==> config.mk <==
export PLATFORM = sky130hd
export DESIGN_NAME = hsync_clean_top
export DESIGN_NICKNAME = d
export VERILOG_FILES = /design/src/rtl/hsync_clean_pkg.sv /design/src/rtl/hsync_src_mux.sv /design/src/rtl/hsync_period_fsm.sv /design/src/rtl/hsync_pulse_gen.sv /design/src/rtl/hsync_clean_top.sv
export SDC_FILE = /design/constraint.sdc
export NUM_CORES = 1
export LEC_CHECK = 0
export ABC_AREA = 1
export BUFFER_PORTS_ARGS = -buffer_cell sky130_fd_sc_hd__buf_2
export CAP_MARGIN = 10
export CORE_ASPECT_RATIO = 0.9
export CORE_MARGIN = 3
export CORE_UTILIZATION = 45
export CTS_BUF_LIST = sky130_fd_sc_hd__clkbuf_4 sky130_fd_sc_hd__clkbuf_8
export DETAILED_ROUTE_END_ITERATION = 8
export PLACE_DENSITY = 0.64
export SLEW_MARGIN = 15
export SYNTH_ARGS = -nofsm -noshare
export SYNTH_HDL_FRONTEND = slang
export SYNTH_SLANG_ARGS = --single-unit
==> constraint.sdc <==
create_clock -name clk -period 3.7 [get_ports clk]
set_input_delay 0.185 -clock clk [delete_from_list [all_inputs] [get_ports clk]]
set_output_delay 0.185 -clock clk [all_outputs]
set_load 0.05 [all_outputs]
==> src/rtl/hsync_clean_pkg.sv <==
package hsync_clean_pkg;

    typedef enum logic [2:0] {
        ST_HUNT    = 3'd0,
        ST_MEASURE = 3'd1,
        ST_CONFIRM = 3'd2,
        ST_LOCKED  = 3'd3,
        ST_COAST   = 3'd4
    } trk_state_e;

endpackage

==> src/rtl/hsync_src_mux.sv <==
module hsync_src_mux (
    input  logic clk,
    input  logic rst_n,
    input  logic sog_in,
    input  logic hsync_in,
    input  logic cfg_composite,
    input  logic cfg_src_pin,
    output logic sync_sel,
    output logic sync_rise
);

    logic sel_prev_q;

    // separate mode always takes the pin; composite picks by source bit
    always_comb begin
        if (cfg_composite && !cfg_src_pin) sync_sel = sog_in;
        else                               sync_sel = hsync_in;
    end

    always_ff @(posedge clk or negedge rst_n) begin
        if (!rst_n) sel_prev_q <= 1'b0;
        else        sel_prev_q <= sync_sel;
    end

    assign sync_rise = sync_sel & ~sel_prev_q;

endmodule

==> src/rtl/hsync_period_fsm.sv <==
module hsync_period_fsm
    import hsync_clean_pkg::*;
#(
    parameter int CNT_W     = 16,
    parameter int TOL_SHIFT = 4,
    parameter int MISS_W    = 4
) (
    input  logic              clk,
    input  logic              rst_n,
    input  logic              sync_rise,
    input  logic [MISS_W-1:0] cfg_miss_lim,
    output logic              locked,
    output logic              accept,
    output logic              coast
);

    localparam logic [CNT_W-1:0] CNT_ONE = CNT_W'(1);
    localparam logic [CNT_W-1:0] CNT_MAX = {CNT_W{1'b1}};

    trk_state_e        state_q, state_d;
    logic [CNT_W-1:0]  cnt_q, cand_q, period_q;
    logic [CNT_W-1:0]  tol, win_lo, win_hi, diff, cand_tol;
    logic [MISS_W-1:0] miss_q;
    logic              coast_q;
    logic              in_win, win_end, agree, lim_hit, cnt_full;

    always_comb begin
        tol      = period_q >> TOL_SHIFT;
        win_lo   = period_q - tol;
        win_hi   = period_q + tol;
        in_win   = (cnt_q >= win_lo) && (cnt_q <= win_hi);
        cand_tol = cand_q >> TOL_SHIFT;
        diff     = (cnt_q >= cand_q) ? (cnt_q - cand_q) : (cand_q - cnt_q);
        agree    = diff <= cand_tol;
        cnt_full = (cnt_q == CNT_MAX);
        accept   = (state_q == ST_LOCKED) && sync_rise && in_win;
        win_end  = (state_q == ST_LOCKED) && (cnt_q == win_hi) && !accept;
        lim_hit  = ({1'b0, miss_q} + 1'b1) >= {1'b0, cfg_miss_lim};
    end

    // state register
    always_ff @(posedge clk or negedge rst_n) begin
        if (!rst_n) state_q <= ST_HUNT;
        else        state_q <= state_d;
    end

    // next-state logic
    always_comb begin
        state_d = state_q;
        unique case (state_q)
            ST_HUNT:    if (sync_rise) state_d = ST_MEASURE;
            ST_MEASURE: begin
                if (sync_rise)     state_d = ST_CONFIRM;
                else if (cnt_full) state_d = ST_HUNT;
            end
            ST_CONFIRM: begin
                if (sync_rise && agree)     state_d = ST_LOCKED;
                else if (!sync_rise && cnt_full) state_d = ST_HUNT;
            end
            ST_LOCKED:  if (win_end && lim_hit) state_d = ST_COAST;
            ST_COAST:   state_d = ST_HUNT;
            default:    state_d = ST_HUNT;
        endcase
    end

    // datapath and outputs
    always_ff @(posedge clk or negedge rst_n) begin
        if (!rst_n) begin
            cnt_q    <= '0;
            cand_q   <= '0;
            period_q <= '0;
            miss_q   <= '0;
            coast_q  <= 1'b0;
        end else begin
            unique case (state_q)
                ST_HUNT: begin
                    cnt_q  <= sync_rise ? CNT_ONE : '0;
                    miss_q <= '0;
                end
                ST_MEASURE: begin
                    miss_q <= '0;
                    if (sync_rise) begin
                        cand_q <= cnt_q;
                        cnt_q  <= CNT_ONE;
                    end else if (!cnt_full) begin
                        cnt_q <= cnt_q + CNT_ONE;
                    end
                end
                ST_CONFIRM: begin
                    miss_q <= '0;
                    if (sync_rise) begin
                        if (agree) begin
                            period_q <= cnt_q;
                            coast_q  <= 1'b0;
                        end else begin
                            cand_q <= cnt_q;
                        end
                        cnt_q <= CNT_ONE;
                    end else if (!cnt_full) begin
                        cnt_q <= cnt_q + CNT_ONE;
                    end
                end
                ST_LOCKED: begin
                    if (accept) begin
                        cnt_q  <= CNT_ONE;
                        miss_q <= '0;
                    end else if (win_end) begin
                        cnt_q  <= tol + CNT_ONE;
                        miss_q <= miss_q + 1'b1;
                        if (lim_hit) coast_q <= 1'b1;
                    end else begin
                        cnt_q <= cnt_q + CNT_ONE;
                    end
                end
                ST_COAST: begin
                    cnt_q  <= '0;
                    miss_q <= '0;
                end
                default: cnt_q <= '0;
            endcase
        end
    end

    assign locked = (state_q == ST_LOCKED);
    assign coast  = coast_q;

    AST_COAST_FROM_LOCK: assert property (@(posedge clk) disable iff (!rst_n)
        $rose(coast_q) |-> $past(state_q == ST_LOCKED));
    AST_NO_COAST_WHILE_LOCKED: assert property (@(posedge clk) disable iff (!rst_n)
        (state_q == ST_LOCKED) |-> !coast_q);
    AST_PERIOD_HELD: assert property (@(posedge clk) disable iff (!rst_n)
        ((state_q == ST_LOCKED) && $past(state_q == ST_LOCKED)) |-> $stable(period_q));

endmodule

==> src/rtl/hsync_pulse_gen.sv <==
module hsync_pulse_gen #(
    parameter int PULSE_W = 4
) (
    input  logic clk,
    input  logic rst_n,
    input  logic accept,
    output logic pulse
);

    localparam int PW_W = $clog2(PULSE_W + 1);
    localparam logic [PW_W-1:0] LEFT_INIT = PW_W'(PULSE_W - 1);

    logic [PW_W-1:0] left_q;

    always_ff @(posedge clk or negedge rst_n) begin
        if (!rst_n)              left_q <= '0;
        else if (accept)         left_q <= LEFT_INIT;
        else if (left_q != '0)   left_q <= left_q - 1'b1;
    end

    assign pulse = accept | (left_q != '0);

    AST_PULSE_BOUNDED: assert property (@(posedge clk) disable iff (!rst_n)
        left_q <= LEFT_INIT);

endmodule

==> src/rtl/hsync_clean_top.sv <==
module hsync_clean_top #(
    parameter int CNT_W     = 16,
    parameter int TOL_SHIFT = 4,
    parameter int MISS_W    = 4,
    parameter int PULSE_W   = 4
) (
    input  logic              clk,
    input  logic              rst_n,
    input  logic              sog_in,
    input  logic              hsync_in,
    input  logic              cfg_composite,
    input  logic              cfg_src_pin,
    input  logic              cfg_pll_mask_off,
    input  logic              cfg_out_mask_off,
    input  logic [MISS_W-1:0] cfg_coast_lines,
    output logic              pll_hsync,
    output logic              hsync_out,
    output logic              coast
);

    logic sync_sel, sync_rise, locked, accept, regen;
    logic pll_masked, out_masked;
    logic pll_q, out_q;

    hsync_src_mux u_mux (
        .clk           (clk),
        .rst_n         (rst_n),
        .sog_in        (sog_in),
        .hsync_in      (hsync_in),
        .cfg_composite (cfg_composite),
        .cfg_src_pin   (cfg_src_pin),
        .sync_sel      (sync_sel),
        .sync_rise     (sync_rise)
    );

    hsync_period_fsm #(
        .CNT_W     (CNT_W),
        .TOL_SHIFT (TOL_SHIFT),
        .MISS_W    (MISS_W)
    ) u_trk (
        .clk          (clk),
        .rst_n        (rst_n),
        .sync_rise    (sync_rise),
        .cfg_miss_lim (cfg_coast_lines),
        .locked       (locked),
        .accept       (accept),
        .coast        (coast)
    );

    hsync_pulse_gen #(
        .PULSE_W (PULSE_W)
    ) u_pulse (
        .clk    (clk),
        .rst_n  (rst_n),
        .accept (accept),
        .pulse  (regen)
    );

    // the PLL-path disable overrides the output-pin disable
    assign pll_masked = locked && !cfg_pll_mask_off;
    assign out_masked = pll_masked && !cfg_out_mask_off;

    always_ff @(posedge clk or negedge rst_n) begin
        if (!rst_n) begin
            pll_q <= 1'b0;
            out_q <= 1'b0;
        end else begin
            pll_q <= pll_masked ? regen : sync_sel;
            out_q <= out_masked ? regen : sync_sel;
        end
    end

    assign pll_hsync = pll_q;
    assign hsync_out = out_q;

    AST_PLL_RAW_WHEN_OFF: assert property (@(posedge clk) disable iff (!rst_n)
        $past(cfg_pll_mask_off) |-> (pll_hsync == $past(sync_sel)));
    AST_OUT_RAW_WHEN_OFF: assert property (@(posedge clk) disable iff (!rst_n)
        $past(cfg_pll_mask_off || cfg_out_mask_off) |-> (hsync_out == $past(sync_sel)));

endmodule

=== After elaboration in Yosys (flattened, before gate mapping) ===
Cells that the tools add are included.

* Register bits after elaboration: 62
* Bits of input ports: 12
* Logic and storage cells: 107

* Add/sub/neg operators: 9
* Order comparisons: 5
* Equality and inequality tests: 19
* Mux-type cells: 32
* Bitwise operators: 3
* Reduce and logical (&&, ||, !) cells: 29

{| class="wikitable"
|+ Operator list
! cell !! number
|-
| 16-bit 2-to-1 mux || 8
|-
| 16-bit one-hot mux with 3 select lines || 1
|-
| 16-bit greater-or-equal comparator || 2
|-
| 16-bit one-hot mux with 2 select lines || 1
|-
| 16-bit subtractor || 2
|-
| 3-bit 2-to-1 mux || 8
|-
| 16-bit by 1-bit adder with 16-bit output (second input constant) || 1
|-
| 16-bit by 12-bit adder with 16-bit output || 1
|-
| 16-bit equality test || 1
|-
| 16-bit equality test (second input constant) || 1
|-
| 16-bit by 12-bit less-or-equal comparator with 1-bit output || 1
|-
| 16-bit less-or-equal comparator || 1
|-
| 16-bit by 12-bit subtractor with 16-bit output || 1
|-
| 2-bit by 1-bit inequality test with 1-bit output (second input constant) || 7
|-
| 12-bit by 1-bit adder with 13-bit output (second input constant) || 1
|-
| 3-bit one-hot mux with 4 select lines || 1
|-
| 1-bit logical AND || 11
|-
| 1-bit 2-to-1 mux || 9
|-
| 3-bit by 1-bit inequality test with 1-bit output (second input constant) || 3
|-
| 4-bit 2-to-1 mux || 2
|-
| 4-bit one-hot mux with 2 select lines || 1
|-
| 4-bit AND reduction || 2
|-
| 2-bit nonzero test || 4
|-
| 3-bit by 2-bit equality test with 1-bit output (second input constant) || 2
|-
| 20 further kinds || 25
|}

=== Depth between registers and ports, before layout ===
Gate-level depths: netlist (run 1).

* Depth in word-level cells: 11
* Mapped depth: 32
* Depth with buffers taken out: 31

=== By module ===
Synthesis (run 1) repeated with hierarchy kept, for this count alone.

* Cells, all modules: 1,176
* Area, all modules: 7,753.7 sq um

{| class="wikitable"
|+ By module, submodules not included
! module !! instances !! cells each !! area an instance (sq um) !! seq. area each (sq um)
|-
| hsync_period_fsm || 1 || 1,133 || 7,417.1 || 1,401.3
|-
| hsync_pulse_gen || 1 || 21 || 178.9 || 75.1
|-
| hsync_clean_top || 1 || 12 || 92.6 || 50.0
|-
| hsync_src_mux || 1 || 10 || 65.1 || 25.0
|}

=== Worst setup path before layout (run 1) ===
Ideal clock, no wire load.

* Path type: register -> register
* From: reg u_trk.cnt_q[0]
* To: reg u_trk.period_q[13]
* Setup time: 0.122 ns
* Arrival: 3.775 ns
* Path slack: -0.197 ns
* Stages on the path, launching flop included: 30
* Buffers on the path: 2
* Period minus slack after synthesis: 3.897 ns
* Cells stage by stage: dfrtp_1 inv_1 ha_1 inv_1 fa_1 nand3_1 nand2_1 nand2_1 nand3_2 nand2_2 nand2_4 buf_2 a31oi_1 nand2_1 o211ai_1 nand2_1 nand2_1 inv_1 ha_1 a21oi_1 nor2_1 a211oi_1 nand2_1 nand2_1 nand3_2 nor2_4 nand4_4 buf_6 nand2_1 o21ai_2

* Longest elaborated chain between the ends: 4
* Elaborated cells on any way between the ends: 6
* Those cells by class: add/sub (2); order compare (2); mux (1); reduce/logical (1)

{| class="wikitable"
|+ RTL lines
! element !! line !! source
|-
| start: declaration || hsync_period_fsm.sv:21 || <nowiki>logic [CNT_W-1:0] cnt_q, cand_q, period_q;</nowiki>
|-
| start signal: assignment || hsync_period_fsm.sv:77 || <nowiki>cnt_q <= sync_rise ? CNT_ONE : '0;</nowiki>
|-
| start signal: assignment || hsync_period_fsm.sv:86 || <nowiki>cnt_q <= cnt_q + CNT_ONE;</nowiki>
|-
| start signal: assignment || hsync_period_fsm.sv:100 || <nowiki>cnt_q <= cnt_q + CNT_ONE;</nowiki>
|-
| 16-bit subtractor / 16-bit greater-or-equal comparator (equally long branches) || hsync_period_fsm.sv:33 || <nowiki>diff = (cnt_q >= cand_q) ? (cnt_q - cand_q) : (cand_q - cnt_q);</nowiki>
|-
| 16-bit 2-to-1 mux (*) || hsync_period_fsm.sv:33 ||
|-
| 16-bit by 12-bit less-or-equal comparator with 1-bit output (*) || hsync_period_fsm.sv:34 || <nowiki>agree = diff <= cand_tol;</nowiki>
|-
| 3-bit AND reduction (no line) (*) || -- ||
|-
| end signal: assignment || hsync_period_fsm.sv:93 || <nowiki>period_q <= cnt_q;</nowiki>
|-
| end: declaration || hsync_period_fsm.sv:21 ||
|}

Every way passes the cells marked *; elsewhere a longest branch is shown, timed or not.
A chain may end at the register's enable or synchronous reset.

=== Worst setup path in the final report (run 1) ===
* From: reg u_trk.cnt_q[0]
* To: reg u_trk.period_q[8]

The elaborated chain is that of the path after synthesis.

==> results of run 1 <==
-- cell type report --
| cell class | count | area (µm²) |
|---|---|---|
| multi-input combinational | 856 | 6056 |
| timing repair buffer | 227 | 1949 |
| sequential | 62 | 1553 |
| tap | 207 | 259.0 |
| inverter | 194 | 730.7 |
| clock inverter | 6 | 92.59 |
| clock buffer | 10 | 137.6 |
| fill | 1354 | 5683 |
-- cells in the final DEF, fill, tap and decap left out, types with 28 or more instances in the layout --
cell type,n
a21oi_1,55
buf_4,181
dfrtp_1,61
ha_1,93
inv_1,170
nand2_1,294
nand2_2,30
nand2_4,28
nand3_1,32
nor2_1,52
o21ai_2,38
xor2_1,40
-- through the flow --
| step | setup slack (ps) | std cells | TNS, ps | hold WS [ps] |
|---|---|---|---|---|
| finish | -252.5 | 1562 | -7300 | 83.52 |
| global route | -477.3 | 1562 | -20620 | 93.61 |
| CTS | -188.8 | 1556 | -5485 | 67.97 |
| detailed placement | -424.3 | 1509 | -17180 | 331.0 |
| global placement | -418.4 | 1509 | -15770 | 335.7 |
| floorplan | 3.230 | 1136 | 0 | -110.6 |
-- kinds of logic after synthesis --
| kind of cell | share of synthesized area, % |
|---|---|
| adder cells (fa/ha/maj) | 18.56 |
| flip-flops | 20.11 |
| XOR/XNOR | 5.677 |
| buffers and inverters | 11.39 |
| AND/OR/NAND/NOR | 29.31 |
| AO/OA/AOI/OAI | 14.96 |
-- routing by layer --
metal / global-route usage (%) / routed length (µm) / vias to the layer above
met2: 41.30 / 11370 / 276
met1: 36.91 / 11670 / 3822
met4: 6.035 / 610 / 0
met5: 0 / 0 / -
met3: 4.764 / 1348 / 61
li1: - / - / 4080
-- synthesized netlist by cell type (3+ instances only) --
cell type,number
nor2_4,3
buf_6,4
inv_2,12
fa_1,4
o211ai_1,16
o21ai_0,32
o21bai_1,7
nand3_1,50
nor3_1,9
o31ai_1,3
nor2_1,58
nand3b_1,3
xor2_1,41
nand3_2,4
dfrtp_1,62
nand2_2,28
a31oi_1,4
nor4_1,3
o2111ai_1,3
xnor2_1,9
nand2_1,324
nor3_2,5
o21a_1,4
clkbuf_1,12
a21oi_1,64
ha_1,108
o21ai_2,31
inv_1,182
a211oi_1,3
nand4_1,14
o21ai_1,8
buf_2,6
-- state kept, by name, indices dropped and copies added (netlist names) --
name,cells
u_trk.period_q,16
u_trk.coast,1
u_trk.miss_q,4
pll_hsync,1
u_mux.sel_prev_q,1
hsync_out,1
u_trk.state_q,3
u_trk.cnt_q,16
u_trk.cand_q,16
u_pulse.left_q,3
-- repair_timing --
item | CTS | global route
gates cloned | 8 | 1
pin swaps | 47 | 38
resized for setup | 124 | 82
buffers inserted | 23 | 7
endpoints found under the hold margin | 33 | 0
hold buffers | 1 | 0
endpoints found under the setup margin | 58 | 61
-- worst min-delay path, cell delays in order --
cell	delay (ps)
buf_2	70
nand2_1	40
o21ai_1	80
-- worst paths after layout --
path | cells after the start | slack [ps] | end
min in group asynchronous | 2 | 500 | u_trk.cand_q[13]$_DFFE_PN0P_
max in group asynchronous | 3 | 2270 | u_trk.cnt_q[6]$_DFFE_PN0P_
max reg2reg | 32 | -250 | u_trk.period_q[8]$_DFFE_PN0P_
min reg2reg | 2 | 530 | u_pulse.left_q[1]$_DFFE_PN0P_
min | 3 | 80 | u_mux.sel_prev_q$_DFF_PN0_
max | 32 | -250 | u_trk.period_q[8]$_DFFE_PN0P_
==> impl_metrics.toml, run 1 <==
[outcome]
status = "finished, violations left"
failed_checks = "setup timing"

[sta]
period_needed_ps = 3952
finalClockSkew_ps = 10.99
setup_violations = 50
rsz0062_at_grt = "true"
hold_violations = 0
slew_headroom_pct = 40.77
period_share_pct = 106.8
final_max_slew_viol_count = 0
layout_setup_ws_ps = -252.5
clock.fmax_ghz = 0.2530
worstMarginPinSlew_ps = 888.5

[synth]
seq_area_frac_synth_pct = 20.11
yosys_warnings = 0
yosys.area.top_type = "dfrtp_1"
synth_top_cell_area_share_pct = 20.11
synthCells = 1136
syn_nets = 1260
synth_area_um2 = 7714
yosysUniqueCellTypes = 47
synth_area_per_cell_um2 = 6.790
synth_edf_count = 0
synth_ff_type = "dfrtp_1"
ys_ff_latch = 62
synth_area_leaders = "dfrtp_1 20%, ha_1 18%, nand2_1 16%"
synthArstFlopShare_pct = 100.0

[clocking]
cts_tree = "done"
clockBufferDepth = 2
cts_max_level = 3
cts_sinks = 62
clock_tree.root_cell = "clkbuf_8"
clkSlewWorstSetupHoldPaths_ps = 80
clkLatencyLatePin_ps = 340
cts_buffers = 9

[routing]
viasPerCell = 5.275
num_vias = 8239
dr.first_iter.drc_count = 648
wire_per_inst_um = 16.01
drc = 0
dr.pass1.iters = 5
ant_nets = 0
wl_um = 25000

[floorplan]
fp-row-count = 44
die-area_um2 = 18750
dieHeight_um = 130.2
pin_count = 15
dieWidth_um = 144.0
core_um2 = 16460
start_util_pct = 46.86

[layout]
utilization_pct = 65.48
drive_above_1_share_pct = 33.73
area_growth_syn_to_layout_pct = 39.72
fin_nets = 1474
diodes = 0
fin_area_um2 = 10780

[global_route]
grt_start_max_net_pins = 35
grt_usage_pct = 26.03
grt_overflow = 0
antenna_found_initial = 0
grt_pass1_wl_um = 38930
first_global_vias = 7786

[placement]
dp_hpwl_um = 18220
placed_cell_area_um2 = 9273
io_buffer_count = 14
place.gp.congestion = 0.9233

[worst_setup_path]
path_buf_inv = 7
end_kind = "flop"
crit_path_start = "u_trk.cnt_q[0]$_DFFE_PN0P_"
crit_fanout = 8
critical_path_class = "reg2reg"
cp_top_family = "simple AND/OR/NAND/NOR gates"
critPathMaxStageDelay_ps = 420
worst_path_max_delay_cell = "dfrtp_1"
start_kind = "flop"
critPathArrivalTime_ps = 4170
rr_startpoint = "u_trk.cnt_q[0]$_DFFE_PN0P_"
crit_required_ps = 3920

[hold_path]
hp-class = "in2reg"
hp-start = "hsync_in"

[flow_run]
max-cap-violations = 0
Power of run 1 is not shown: default switching activity piles up to over one toggle a cycle in this logic, so the estimate is an artifact.
==> inputs of run 2 (changes only) <==
- CORE_ASPECT_RATIO: 0.9 -> default
- CTS_BUF_LIST: sky130_fd_sc_hd__clkbuf_4 sky130_fd_sc_hd__clkbuf_8 -> default
- TNS_END_PERCENT: default -> 10
==> run 2 against run 1 <==
The run still ends with setup timing left. Fmax is 1.1% higher. Setup slack better by 43 ps. Worst hold slack better by 24 ps. Register-to-register slack better by 40 ps. Critical path depth is 4 lower. Sequential cell count stayed put. Clock-buffer cell count is 2 higher. Wire length is 8.5% lower. Largest cell class unchanged.
==> impl_metrics.toml, run 2 (synthesis gave the netlist of run 1 again) <==
[worst_setup_path]
start_kind = "flop"
end_kind = "flop"
worst_path_max_delay_cell = "dfrtp_1"
path_common_cell = "nand2_4"
crit_fanout = 17
critical_path_class = "reg2reg"
critPathMaxStageDelay_ps = 400
crit_required_ps = 3930
critPathArrivalTime_ps = 4140

[sta]
worstMarginPinSlew_ps = 834.6
setup_violations = 42
layout_setup_ws_ps = -209.4
period_share_pct = 105.7
hold_violations = 0
rsz0062_at_grt = "true"
clock.fmax_ghz = 0.2558
slew_headroom_pct = 44.36
finalClockSkew_ps = 10.05
final_max_slew_viol_count = 0
period_needed_ps = 3909

[layout]
reg.largest.list = "u_trk.cand_q (16), u_trk.cnt_q (16), u_trk.period_q (16)"
final_cell_mix = "313 x nand2_1, 186 x buf_4, 175 x inv_1"
final_common_cell = "nand2_1"
area_growth_syn_to_layout_pct = 34.18
diodes = 0
drive_above_1_share_pct = 30.19
fin_nets = 1465
fin_cells = 1565
fillers = 1544

[global_route]
grt_overflow = 0
antenna_found_initial = 0
first_global_vias = 7816
grt_pass1_wl_um = 36960
grt_start_max_net_pins = 38
grt_usage_pct = 24.68

[floorplan]
dieHeight_um = 136.9
start_util_pct = 46.19
pin_count = 15
dieWidth_um = 136.9
die-area_um2 = 18750
fp-row-count = 47
core_um2 = 16700

[flow_run]
max-cap-violations = 0

[routing]
drc = 0
dr.pass1.iters = 5
num_vias = 7874
viasPerCell = 5.031
wire_per_inst_um = 14.61
ant_nets = 0
dr.first_iter.drc_count = 388
wl_um = 22870

[clocking]
cts_buffers = 9
cts_sinks = 62
clockBufferDepth = 2
clkLatencyLatePin_ps = 340
clkSlewWorstSetupHoldPaths_ps = 60
cts_max_level = 3
clock_tree.root_cell = "clkbuf_16"
cts_tree = "done"

[placement]
io_buffer_count = 14
place.gp.congestion = 0.9153
place_inst = 1530
dp_hpwl_um = 18120

[outcome]
status = "finished, violations left"
failed_checks = "setup timing"

[hold_path]
hp-class = "in2reg"
==> run 2: layout make-up <==
cell class / instances / area [µm²] / share of cell area [%]
clock buffer: 12 / 266.5 / 2.575
clock inverter: 3 / 42.54 / 0.4110
multi-input combinational: 857 / 5737 / 55.43
inverter: 194 / 728.2 / 7.036
tap: 220 / 275.3 / 2.660
timing repair buffer: 217 / 1747 / 16.88
sequential: 62 / 1554 / 15.01
==> run 2: metal layers <==
| metal | track usage, % | share of wire [%] | vias up |
|---|---|---|---|
| li1 | - | - | 4054 |
| met3 | 1.985 | 2.7 | 38 |
| met1 | 32.61 | 47 | 3646 |
| met5 | 0 | 0 | - |
| met4 | 8.481 | 2.6 | 0 |
| met2 | 42.40 | 48 | 136 |
==> run 2: worst paths after layout <==
check / from / to / slack [ps] / depth (start not counted)
min: hsync_in / u_mux.sel_prev_q$_DFF_PN0_ / 110 / 3
max in group asynchronous: rst_n / u_trk.cand_q[13]$_DFFE_PN0P_ / 2320 / 3
max reg2reg: u_trk.cnt_q[0]$_DFFE_PN0P_ / u_trk.period_q[3]$_DFFE_PN0P_ / -210 / 28
min reg2reg: u_trk.coast$_DFFE_PN0P_ / u_trk.coast$_DFFE_PN0P_ / 500 / 2
min in group asynchronous: rst_n / u_trk.cnt_q[0]$_DFFE_PN0P_ / 500 / 2
max: u_trk.cnt_q[0]$_DFFE_PN0P_ / u_trk.period_q[3]$_DFFE_PN0P_ / -210 / 28
==> run 2: repair_timing <==
action / 4_1_cts / 5_1_grt
pin swaps: 13 / 23
buffers inserted: 10 / 6
endpoints found under the hold margin: 36 / 0
hold buffers: 1 / 0
gates resized for setup: 58 / 52
gates cloned: 3 / 2
endpoints found under the setup margin: 56 / 61
==> run 2: per-stage QoR <==
stage                     TNS (ps)  setup WS (ps)  area, µm²  utilization [%]  hold slack (ps)
after floorplan                  0          3.230       7755                -           -110.6
after global placement      -14210         -363.0       9349            55.98            340.5
after detailed placement    -14790         -361.0       9349            55.98            341.7
after CTS                    -1908         -90.34      10060            60.23            104.3
after global routing        -17130         -397.9      10350            61.97            120.6
final                        -4923         -209.4      10350            61.97            108.0
==> run 2: worst max-delay path: cells and delay by family (launching register included) <==
family | cells | cell delay, ps
buffers and inverters | 5 | 630
adder cells (fa/ha/maj) | 3 | 710
flip-flops | 1 | 400
XOR/XNOR | 1 | 150
AND/OR/NAND/NOR | 15 | 1400
AO/OA/AOI/OAI | 4 | 480
Power of run 2 is left out for the same reason.
